<file path="src/rtl/ott_pkg.sv">
package ott_pkg;

  typedef enum logic [1:0] {
    MODE_OFF = 2'b00,
    MODE_PPS = 2'b01,
    MODE_TEN = 2'b10,
    MODE_RSV = 2'b11
  } mode_e;

  typedef enum logic [2:0] {
    PH_IDLE  = 3'd0,
    PH_LOW   = 3'd1,
    PH_HIGH  = 3'd2,
    PH_SOLVE = 3'd3,
    PH_TRACK = 3'd4,
    PH_FIX   = 3'd5
  } phase_e;

  localparam logic [15:0] TRIM_MAX = 16'hFFFF;
  localparam logic [15:0] TRIM_MID = 16'h8000;

endpackage

</file>
<file path="src/rtl/ott_gate.sv">
module ott_gate
  import ott_pkg::*;
#(
  parameter int REF_DIV     = 10_000_000,
  parameter int SYNC_STAGES = 2
) (
  input  logic       clk,
  input  logic       rst_n,
  input  logic       ref_in,
  input  logic [1:0] mode,
  output logic       tick
);

  logic [SYNC_STAGES:0] shreg;
  logic                 rise;
  logic                 div_hit;

  always_ff @(posedge clk or negedge rst_n) begin
    if (!rst_n) shreg <= '0;
    else        shreg <= {shreg[SYNC_STAGES-1:0], ref_in};
  end

  assign rise = shreg[SYNC_STAGES-1] & ~shreg[SYNC_STAGES];

  generate
    if (REF_DIV > 1) begin : g_div
      localparam int DV_W = $clog2(REF_DIV + 1);
      logic [DV_W-1:0] edges;
      always_ff @(posedge clk or negedge rst_n) begin
        if (!rst_n)                    edges <= '0;
        else if (mode != MODE_TEN)     edges <= '0;
        else if (rise) begin
          if (edges == DV_W'(REF_DIV - 1)) edges <= '0;
          else                             edges <= edges + 1'b1;
        end
      end
      assign div_hit = rise && (edges == DV_W'(REF_DIV - 1));
    end else begin : g_nodiv
      assign div_hit = rise;
    end
  endgenerate

  always_ff @(posedge clk or negedge rst_n) begin
    if (!rst_n) tick <= 1'b0;
    else        tick <= ((mode == MODE_PPS) && rise) || ((mode == MODE_TEN) && div_hit);
  end

endmodule

</file>
<file path="src/rtl/ott_period.sv">
module ott_period #(
  parameter int CNT_W = 32
) (
  input  logic             clk,
  input  logic             rst_n,
  input  logic             tick,
  output logic [CNT_W-1:0] meas,
  output logic             meas_vld
);

  logic [CNT_W-1:0] run;

  always_ff @(posedge clk or negedge rst_n) begin
    if (!rst_n) begin
      run      <= '0;
      meas     <= '0;
      meas_vld <= 1'b0;
    end else begin
      meas_vld <= tick;
      if (tick) begin
        meas <= run + 1'b1;
        run  <= '0;
      end else begin
        run  <= run + 1'b1;
      end
    end
  end

endmodule

</file>
<file path="src/rtl/ott_div.sv">
module ott_div #(
  parameter int W = 56
) (
  input  logic         clk,
  input  logic         rst_n,
  input  logic         start,
  input  logic [W-1:0] num,
  input  logic [W-1:0] den,
  output logic [W-1:0] quo,
  output logic         done
);

  localparam int STEP_W = $clog2(W + 1);

  logic [W-1:0]      rem;
  logic [STEP_W-1:0] left;
  logic              busy;
  logic [W:0]        shifted;
  logic [W:0]        diff;
  logic              ge;

  always_comb begin
    shifted = {rem, quo[W-1]};
    diff    = shifted - {1'b0, den};
    ge      = ~diff[W];
  end

  always_ff @(posedge clk or negedge rst_n) begin
    if (!rst_n) begin
      rem  <= '0;
      quo  <= '0;
      left <= '0;
      busy <= 1'b0;
      done <= 1'b0;
    end else begin
      done <= 1'b0;
      if (start) begin
        rem  <= '0;
        quo  <= num;
        left <= STEP_W'(W);
        busy <= 1'b1;
      end else if (busy) begin
        rem  <= ge ? diff[W-1:0] : shifted[W-1:0];
        quo  <= {quo[W-2:0], ge};
        left <= left - 1'b1;
        if (left == STEP_W'(1)) begin
          busy <= 1'b0;
          done <= 1'b1;
        end
      end
    end
  end

endmodule

</file>
<file path="src/rtl/ott_tamer.sv">
module ott_tamer
  import ott_pkg::*;
#(
  parameter int CNT_W       = 32,
  parameter int NOMINAL     = 38_400_000,
  parameter int REF_DIV     = 10_000_000,
  parameter int THR_COARSE  = 3840,
  parameter int THR_FINE    = 3840,
  parameter int SYNC_STAGES = 2
) (
  input  logic        clk,
  input  logic        rst_n,
  input  logic        ref_in,
  input  logic [1:0]  mode,
  output logic [15:0] trim_code,
  output logic        trim_stb,
  output logic [2:0]  phase
);

  localparam int ERR_W = CNT_W + 8;
  localparam int DIV_W = ERR_W + 16;
  localparam int WIN_W = 7;

  logic                    gate_tick;
  logic [CNT_W-1:0]        meas;
  logic                    meas_vld;
  logic signed [ERR_W-1:0] err_now, acc, acc_nx, e_lo;
  logic [ERR_W-1:0]        span;
  logic [WIN_W-1:0]        n_win, n_nx;
  logic                    div_go, div_done, lower, skip, en;
  logic [DIV_W-1:0]        div_num, div_den, quo;
  phase_e                  st;

  ott_gate #(.REF_DIV(REF_DIV), .SYNC_STAGES(SYNC_STAGES)) u_gate (
    .clk(clk), .rst_n(rst_n), .ref_in(ref_in), .mode(mode), .tick(gate_tick));

  ott_period #(.CNT_W(CNT_W)) u_period (
    .clk(clk), .rst_n(rst_n), .tick(gate_tick), .meas(meas), .meas_vld(meas_vld));

  ott_div #(.W(DIV_W)) u_div (
    .clk(clk), .rst_n(rst_n), .start(div_go), .num(div_num), .den(div_den),
    .quo(quo), .done(div_done));

  function automatic logic [ERR_W-1:0] mag(input logic signed [ERR_W-1:0] v);
    return v[ERR_W-1] ? ERR_W'(-v) : ERR_W'(v);
  endfunction

  function automatic logic [DIV_W-1:0] by_full(input logic [ERR_W-1:0] a);
    return {a, 16'h0000} - {16'h0000, a};
  endfunction

  function automatic logic [15:0] sat16(input logic [DIV_W-1:0] q);
    return (q > DIV_W'(TRIM_MAX)) ? TRIM_MAX : q[15:0];
  endfunction

  function automatic logic [15:0] step(input logic [15:0] t, input logic [15:0] d,
                                       input logic dn);
    logic [16:0] s;
    if (dn) begin
      s = {1'b0, t} - {1'b0, d};
      return s[16] ? 16'h0000 : s[15:0];
    end
    s = {1'b0, t} + {1'b0, d};
    return s[16] ? TRIM_MAX : s[15:0];
  endfunction

  assign en      = (mode == MODE_PPS) || (mode == MODE_TEN);
  assign err_now = $signed({{(ERR_W-CNT_W){1'b0}}, meas}) - $signed(ERR_W'(NOMINAL));
  assign acc_nx  = acc + err_now;
  assign n_nx    = n_win + 1'b1;
  assign phase   = st;

  always_ff @(posedge clk or negedge rst_n) begin
    if (!rst_n) begin
      st        <= PH_IDLE;
      trim_code <= TRIM_MID;
      trim_stb  <= 1'b0;
      skip      <= 1'b0;
      e_lo      <= '0;
      span      <= '0;
      acc       <= '0;
      n_win     <= '0;
      lower     <= 1'b0;
      div_go    <= 1'b0;
      div_num   <= '0;
      div_den   <= '0;
    end else begin
      trim_stb <= 1'b0;
      div_go   <= 1'b0;
      if (!en) begin
        st <= PH_IDLE;
      end else begin
        case (st)
          PH_IDLE: begin
            trim_code <= 16'h0000;
            trim_stb  <= 1'b1;
            skip      <= 1'b1;
            st        <= PH_LOW;
          end
          PH_LOW: if (meas_vld) begin
            if (skip) skip <= 1'b0;
            else begin
              e_lo      <= err_now;
              trim_code <= TRIM_MAX;
              trim_stb  <= 1'b1;
              skip      <= 1'b1;
              st        <= PH_HIGH;
            end
          end
          PH_HIGH: if (meas_vld) begin
            if (skip) skip <= 1'b0;
            else if (err_now <= e_lo) begin
              span      <= ERR_W'(1);
              trim_code <= TRIM_MID;
              trim_stb  <= 1'b1;
              skip      <= 1'b1;
              acc       <= '0;
              n_win     <= '0;
              st        <= PH_TRACK;
            end else begin
              span    <= ERR_W'(err_now - e_lo);
              div_num <= e_lo[ERR_W-1] ? by_full(mag(e_lo)) : '0;
              div_den <= DIV_W'(ERR_W'(err_now - e_lo));
              div_go  <= 1'b1;
              st      <= PH_SOLVE;
            end
          end
          PH_SOLVE: if (div_done) begin
            trim_code <= sat16(quo);
            trim_stb  <= 1'b1;
            skip      <= 1'b1;
            acc       <= '0;
            n_win     <= '0;
            st        <= PH_TRACK;
          end
          PH_TRACK: if (meas_vld) begin
            if (skip) skip <= 1'b0;
            else if ((n_nx == WIN_W'(1) && mag(acc_nx) > ERR_W'(THR_COARSE)) ||
                     (n_nx == WIN_W'(10) && mag(acc_nx) > ERR_W'(THR_FINE)) ||
                     (n_nx == WIN_W'(100))) begin
              div_num <= by_full(mag(acc_nx));
              div_den <= DIV_W'(span) * ((n_nx == WIN_W'(1))  ? DIV_W'(1)  :
                                         (n_nx == WIN_W'(10)) ? DIV_W'(10) : DIV_W'(100));
              lower   <= ~acc_nx[ERR_W-1];
              div_go  <= 1'b1;
              st      <= PH_FIX;
            end else begin
              acc   <= acc_nx;
              n_win <= n_nx;
            end
          end
          PH_FIX: if (div_done) begin
            trim_code <= step(trim_code, sat16(quo), lower);
            trim_stb  <= 1'b1;
            skip      <= 1'b1;
            acc       <= '0;
            n_win     <= '0;
            st        <= PH_TRACK;
          end
          default: st <= PH_IDLE;
        endcase
      end
    end
  end

endmodule

</file>
<file path="config.mk">
export PLATFORM = sky130hd
export DESIGN_NAME = ott_tamer
export DESIGN_NICKNAME = d
export VERILOG_FILES = /design/src/rtl/ott_pkg.sv /design/src/rtl/ott_gate.sv /design/src/rtl/ott_period.sv /design/src/rtl/ott_div.sv /design/src/rtl/ott_tamer.sv
export SDC_FILE = /design/constraint.sdc
export NUM_CORES = 2
export LEC_CHECK = 0
export BUFFER_PORTS_ARGS = -buffer_cell sky130_fd_sc_hd__buf_2
export CAP_MARGIN = 20
export CORE_MARGIN = 8
export CORE_UTILIZATION = 50
export DETAILED_ROUTE_END_ITERATION = 7
export GPL_TIMING_DRIVEN = 0
export PLACE_DENSITY = 0.65
export SLEW_MARGIN = 30
export SYNTH_ARGS = -nofsm -noshare
export SYNTH_HDL_FRONTEND = slang
export SYNTH_SLANG_ARGS = --single-unit
</file>
<file path="constraint.sdc">
create_clock -name clk -period 21.9 [get_ports clk]
set_input_delay 2.19 -clock clk [delete_from_list [all_inputs] [get_ports clk]]
set_output_delay 2.19 -clock clk [all_outputs]
set_load 0.05 [all_outputs]
</file>
; ---- Word level (Yosys, flattened, before mapping)
; Index checks and enable logic that the tools add are counted.
[word_totals]
register_bits = 468
[classes]
add_sub_neg = 14
multipliers = 1
n_lt_le_gt_ge = 3
n_eq_ne = 34
mux = 102
bitwise_logic = 5
reduce_logical = 25
[op_table]
columns = op, n
row1 = $mux 56, 18
row2 = $mux 40, 10
row3 = $pmux 56 s2, 2
row4 = $mux 16, 12
row5 = $pmux 40 s3, 1
row6 = $sub 56x40->56, 2
row7 = $pmux 16 s5, 1
row8 = $mux 24, 3
row9 = $mux 7, 9
row10 = $sub 57x56->57, 1
row11 = $gt 56x16->1 const B, 1
row12 = $mul 40x7->47, 1
row13 = $add 40x33->40, 1
row14 = $gt 40x12->1 const B, 1
row15 = $neg 33->40, 1
row16 = $neg 40->40, 1
row17 = $sub 33x33->34, 1
row18 = $le 33x33->1, 1
row19 = $sub 32x26->33 const B, 1
row20 = $add 32x1->32 const B, 1
row21 = $mux 32, 1
row22 = $mux 3, 10
row23 = $mux 1, 28
row24 = $add 24x1->24 const B, 1
row25 = 38 further kinds, 75

; ---- Depth between registers and ports, before layout
[depth]
depth_word = 13
depth_mapped = 41
depth_no_buf = 36

; ---- Hierarchy
; From an unflattened synthesis, not the netlist that was laid out.
[hier_totals]
hier_cells = 5376
area_unflattened_um2 = 43593.1
[modules_own_cells]
columns = mod, instances, cells_per_inst, area_per_inst_um2, seq_area_each_um2
row1 = ott_tamer, 1, 3748, 29837.4, 6032.0
row2 = ott_div, 1, 1165, 9302.7, 3002.9
row3 = ott_period, 1, 289, 2905.3, 1626.6
row4 = ott_gate, 1, 174, 1547.7, 700.7

; ---- Worst setup path before layout
; Ideal clock, no wire load.
[synth_timing]
path_type = flip-flop to flip-flop
startpoint = register u_period.meas[15]
endpoint = register div_num[49]
setup_time_ns = 0.125
t_arrival_ns = 7.945
t_required_ns = 21.775
path_slack_ns = 13.830
stages_incl_launch_ff = 41
path_buffers = 4
period_less_slack_ns = 8.070
path_cell_list = dfrtp_1 > nand3_1 > nor2_1 > or3_1 > a21oi_1 > inv_1 > o21ai_0 > nand2_1 > a21oi_1 > nor3b_1 > xor2_1 > ha_1 > and4_1 > and3_1 > a22o_1 > o21ai_0 > nand4_1 > nand2_1 > [5 not listed] > xnor2_1 > inv_1 > ha_1 > a21o_1 > a21o_1 > a21o_1 > a21o_1 > a21o_1 > a21o_1 > a21oi_1 > nor2_1 > o41ai_1 > o22ai_1 > a211o_1 > a2111oi_2 > xor2_1 > o32ai_1 > mux2_2
[synth_between]
elab_chain_cells = 10
[synth_rtl]
columns = element, line_no
row1 = start: declaration, ott_period.sv:7  ; output logic [CNT_W-1:0] meas,
row2 = start signal: assignment, ott_period.sv:21  ; meas <= run + 1'b1;
row3 = $sub 32x26->33 (*), ott_tamer.sv:68  ; assign err_now = $signed({{(ERR_W-CNT_W){1'b0}}, meas}) - $signed(ERR_W'(NOMINAL));
row4 = named net err_now[29], ott_tamer.sv:27  ; logic signed [ERR_W-1:0] err_now, acc, acc_nx, e_lo;
row5 = branches (longest 9 deep; another with $sub 56x40->56), n/a
row6 = end signal: assignment, ott_tamer.sv:122  ; div_num <= e_lo[ERR_W-1] ? by_full(mag(e_lo)) : '0;
row7 = end signal: assignment, ott_tamer.sv:141  ; div_num <= by_full(mag(acc_nx));
row8 = end: declaration, ott_tamer.sv:31  ; logic [DIV_W-1:0] div_num, div_den, quo;
; Mark *: on every way through the listed nets, which the timed path passes. The select of a mux whose other input is x is not followed.
; A chain may end at the register's enable or synchronous reset.

; ---- Worst setup path after layout
[layout_timing]
startpoint = register u_period.meas[12]
endpoint = register div_num[49]
; Same word-level chain as after synthesis.

==> impl_metrics.py <==
metrics = {
    "synthesis": {
        "async_flop_share_pct": 100.0,
        "syn_inst": 4947,
        "synth_edf_count": 0,
        "ys_types": 117,
        "synth.area.top_cells": "dfrtp_1 (27%), ha_1 (9.3%), fa_1 (6.8%)",
        "syn_area_per_cell_um2": 8.484,
        "ys_ff_latch": 454,
        "synthFlopType": "dfrtp_1",
        "yosysSeqAreaShare_pct": 27.07,
        "netlist_area_mm2": 0.04197,
        "synth.top_cell.area_share_pct": 27.01,
        "yosys.cell_count.top_type": "nand2_1",
        "synth_common_cells": "nand2_1 (483), dfrtp_1 (453), nor2_1 (391)",
        "synth_warnings": 0,
        "synth_top_cell_by_area": "dfrtp_1",
    },
    "hold_path": {
        "min_from": "u_gate.shreg[0]",
        "whs_endpoint": "u_gate.shreg[1]",
        "hold_class": "reg -> reg",
        "min_path_cells": 0,
    },
    "timing": {
        "maxSlewHeadroom_pct": 21.83,
        "fin_skew_ns": 0.04828,
        "rsz0062_at_grt": "false",
        "fmax_mhz": 90.66,
        "hold_viol_final": 0,
        "fin_crit_ns": 11.03,
        "fin_setup_tns_ns": 0,
        "hold_ws_ns": 0.3494,
        "slew_violations": 0,
        "fin_crit_sh_pct": 50.37,
        "tightest_slew_ns": 1.164,
        "setup_viol": 0,
    },
    "clock_network": {
        "path_clk_slew_ns": 0.08,
        "clock_latency_ns": 0.65,
        "numCtsBuffers": 54,
        "h-tree-depth": 2,
        "cts_num_sinks": 454,
        "cts_resized": 0,
        "cts_hold_buf": 0,
        "clockBufferDepth": 3,
        "cts_tree": "yes",
        "root_buffer": "clkbuf_16",
        "post_cts_buffers": 0,
    },
    "setup_path": {
        "cp_common_cell": "a21o_1",
        "r2r_end": "div_num[49]",
        "reg2reg_depth": 40,
        "critPathArrivalTime_ns": 11.57,
        "slowest_stage": "xor2_1",
        "crit_fanout": 10,
        "start_kind": "register",
        "required_ns": 22.44,
        "endpoint_kind": "register",
        "cp_slowest_stage_delay_ns": 0.87,
        "timing.rr.start": "u_period.meas[12]",
        "worstSetupPathType": "reg -> reg",
        "rrSetupSlack_ns": 10.87,
    },
    "die": {
        "die_x_um": 305.7,
        "pin_count": 25,
        "die_y_um": 305.7,
        "coreArea_mm2": 0.08342,
        "die-area_mm2": 0.09347,
        "start_util_pct": 50.31,
        "row_count": 106,
    },
    "layout": {
        "multi_input_area_mm2": 0.02847,
        "seqCellArea_mm2": 0.01136,
        "synthToLayoutAreaGrowth_pct": 8.549,
        "insertedDiodeCount": 0,
        "fill_cells": 7828,
        "drive_gt1_share_pct": 5.785,
        "fin_nets": 5503,
    },
    "place": {
        "numPortBuffers": 24,
        "hpwl_um": 103300,
        "gp_congestion": 0.9810,
    },
    "job": {
        "cap_viol_max_count": 0,
    },
    "global_routing": {
        "grt_pass1_wl_um": 205100,
        "antenna_found_initial": 0,
        "grt_overflow": 0,
        "track_usage_pct": 27.06,
        "grt_max_degree": 84,
        "grt_pass1_vias": 36093,
    },
    "power": {
        "powerDensity_mw_per_mm2": 99.30,
        "leakagePower_nw": 21.51,
        "ir_drop_uv": 79.42,
    },
    "outcome": {
        "outcome": "finished, final reports clean",
    },
    "route": {
        "vias": 37208,
        "ant_nets": 0,
        "drtIter0Drc": 3197,
        "viasPerCell": 6.038,
        "wl_per_cell_um": 21.00,
        "routed_wl_um": 129400,
        "firstDrtPassIters": 6,
        "route.detailed.drc": 0,
    },
}
-- critical path, delay by kind of cell (launching register included) --
kind                     cells  cell delay, ns
XOR/XNOR                     3            1.58
flip-flops                   1            0.47
AO/OA/AOI/OAI               17            4.03
adder cells (fa/ha/maj)      2            0.77
buffers and inverters        6            1.72
AND/OR/NAND/NOR             11            2.05
multiplexers                 1            0.32
-- how the worst max path moves through the flow --
stage / end / start / slack [ns] / cells after the start
after floorplan: div_num[49] / u_period.meas[15] / 13.83 / 40
after global placement: acc[24] / rst_n / 9.07 / 1
final: div_num[49] / u_period.meas[12] / 10.87 / 40
after CTS: div_num[49] / u_period.meas[12] / 11.09 / 40
after global routing: div_num[49] / u_period.meas[12] / 10.20 / 40
after detailed placement: div_num[49] / u_period.meas[12] / 11.11 / 40
-- report_power, final --
part,internal (W),switching [W]
clock,0.000544,0.000390
combinational,0.000914,0.00160
sequential,0.000950,0.000126
total,0.00241,0.00212
-- flip-flops by register name (all words and copies together) (netlist names), 3 cells and up --
register            flops
u_div.quo              56
trim_code              16
span                   34
div_num                56
n_win                   7
u_div.left              6
u_period.meas          32
u_gate.shreg            3
u_div.rem              56
u_gate.g_div.edges     24
acc                    40
phase                   3
div_den                48
e_lo                   33
u_period.run           32
-- logic make-up after synthesis --
kind of cell / share of synthesized area (%)
other: 0.008934
adders and majority gates: 16.13
muxes: 3.842
xor gates and xnor gates: 8.421
buffers and inverters: 5.339
and+or+nand+nor: 16.96
AOI/OAI and AO/OA: 22.24
DFF: 27.07
-- per-layer routing --
layer / track usage [%] / vias up / part of all wire (%)
met5: 0 / - / 0
met4: 9.005 / 0 / 3.5
met3: 3.021 / 219 / 5.7
met2: 42.97 / 1052 / 44
met1: 38.41 / 18122 / 47
li1: - / 17815 / -
-- through the flow --
| step | std cells | power (W) | setup slack (ns) | utilization (%) | instance area, um^2 |
|---|---|---|---|---|---|
| after floorplan | 4954 | 0.002880 | 13.83 | - | 42000 |
| after detailed placement | 6067 | 0.003542 | 11.11 | 52.42 | 43730 |
| final | 6162 | 0.004524 | 10.87 | 54.62 | 45560 |
| after global routing | 6162 | 0.004818 | 10.20 | 54.62 | 45560 |
| after CTS | 6162 | 0.004495 | 11.09 | 54.60 | 45550 |
| after global placement | 6058 | 0.003515 | 9.065 | 52.11 | 43470 |
-- layout by cell type, fill, tap and decap left out, types with 16 or more instances in the layout --
cell type / count
and3_1: 52
nand2_1: 483
ha_1: 313
xnor2_1: 257
or2_2: 33
o31ai_1: 50
mux2i_1: 124
nor3_1: 60
clkbuf_1: 179
a22o_1: 44
a22oi_1: 44
nand3_1: 100
and2_1: 70
mux2_2: 32
inv_1: 354
o21ai_0: 285
o21bai_1: 41
clkbuf_16: 55
a211oi_1: 102
a21o_1: 120
nand2b_1: 48
and4_1: 16
a211o_1: 18
a21oi_1: 367
o21a_1: 32
dfrtp_1: 453
o21ai_1: 44
nor2_1: 390
or3_1: 35
xor2_1: 131
nor2b_1: 38
buf_2: 46
nand4_1: 52
o211ai_1: 32
a31oi_1: 62
nor4_1: 33
fa_1: 142
-- cell type report --
cell class              instances  share of cell area [%]
inverters                     355                   2.925
clock buffers                  71                   3.306
well taps                    1080                   2.966
plain buffers                 216                   1.996
flip-flops and latches        454                   24.94
repair buffers                 33                  0.7030
multi-input cells            3929                   62.48
clock inverters                24                  0.6865
Note: power is estimated with default switching activity, not from simulation.
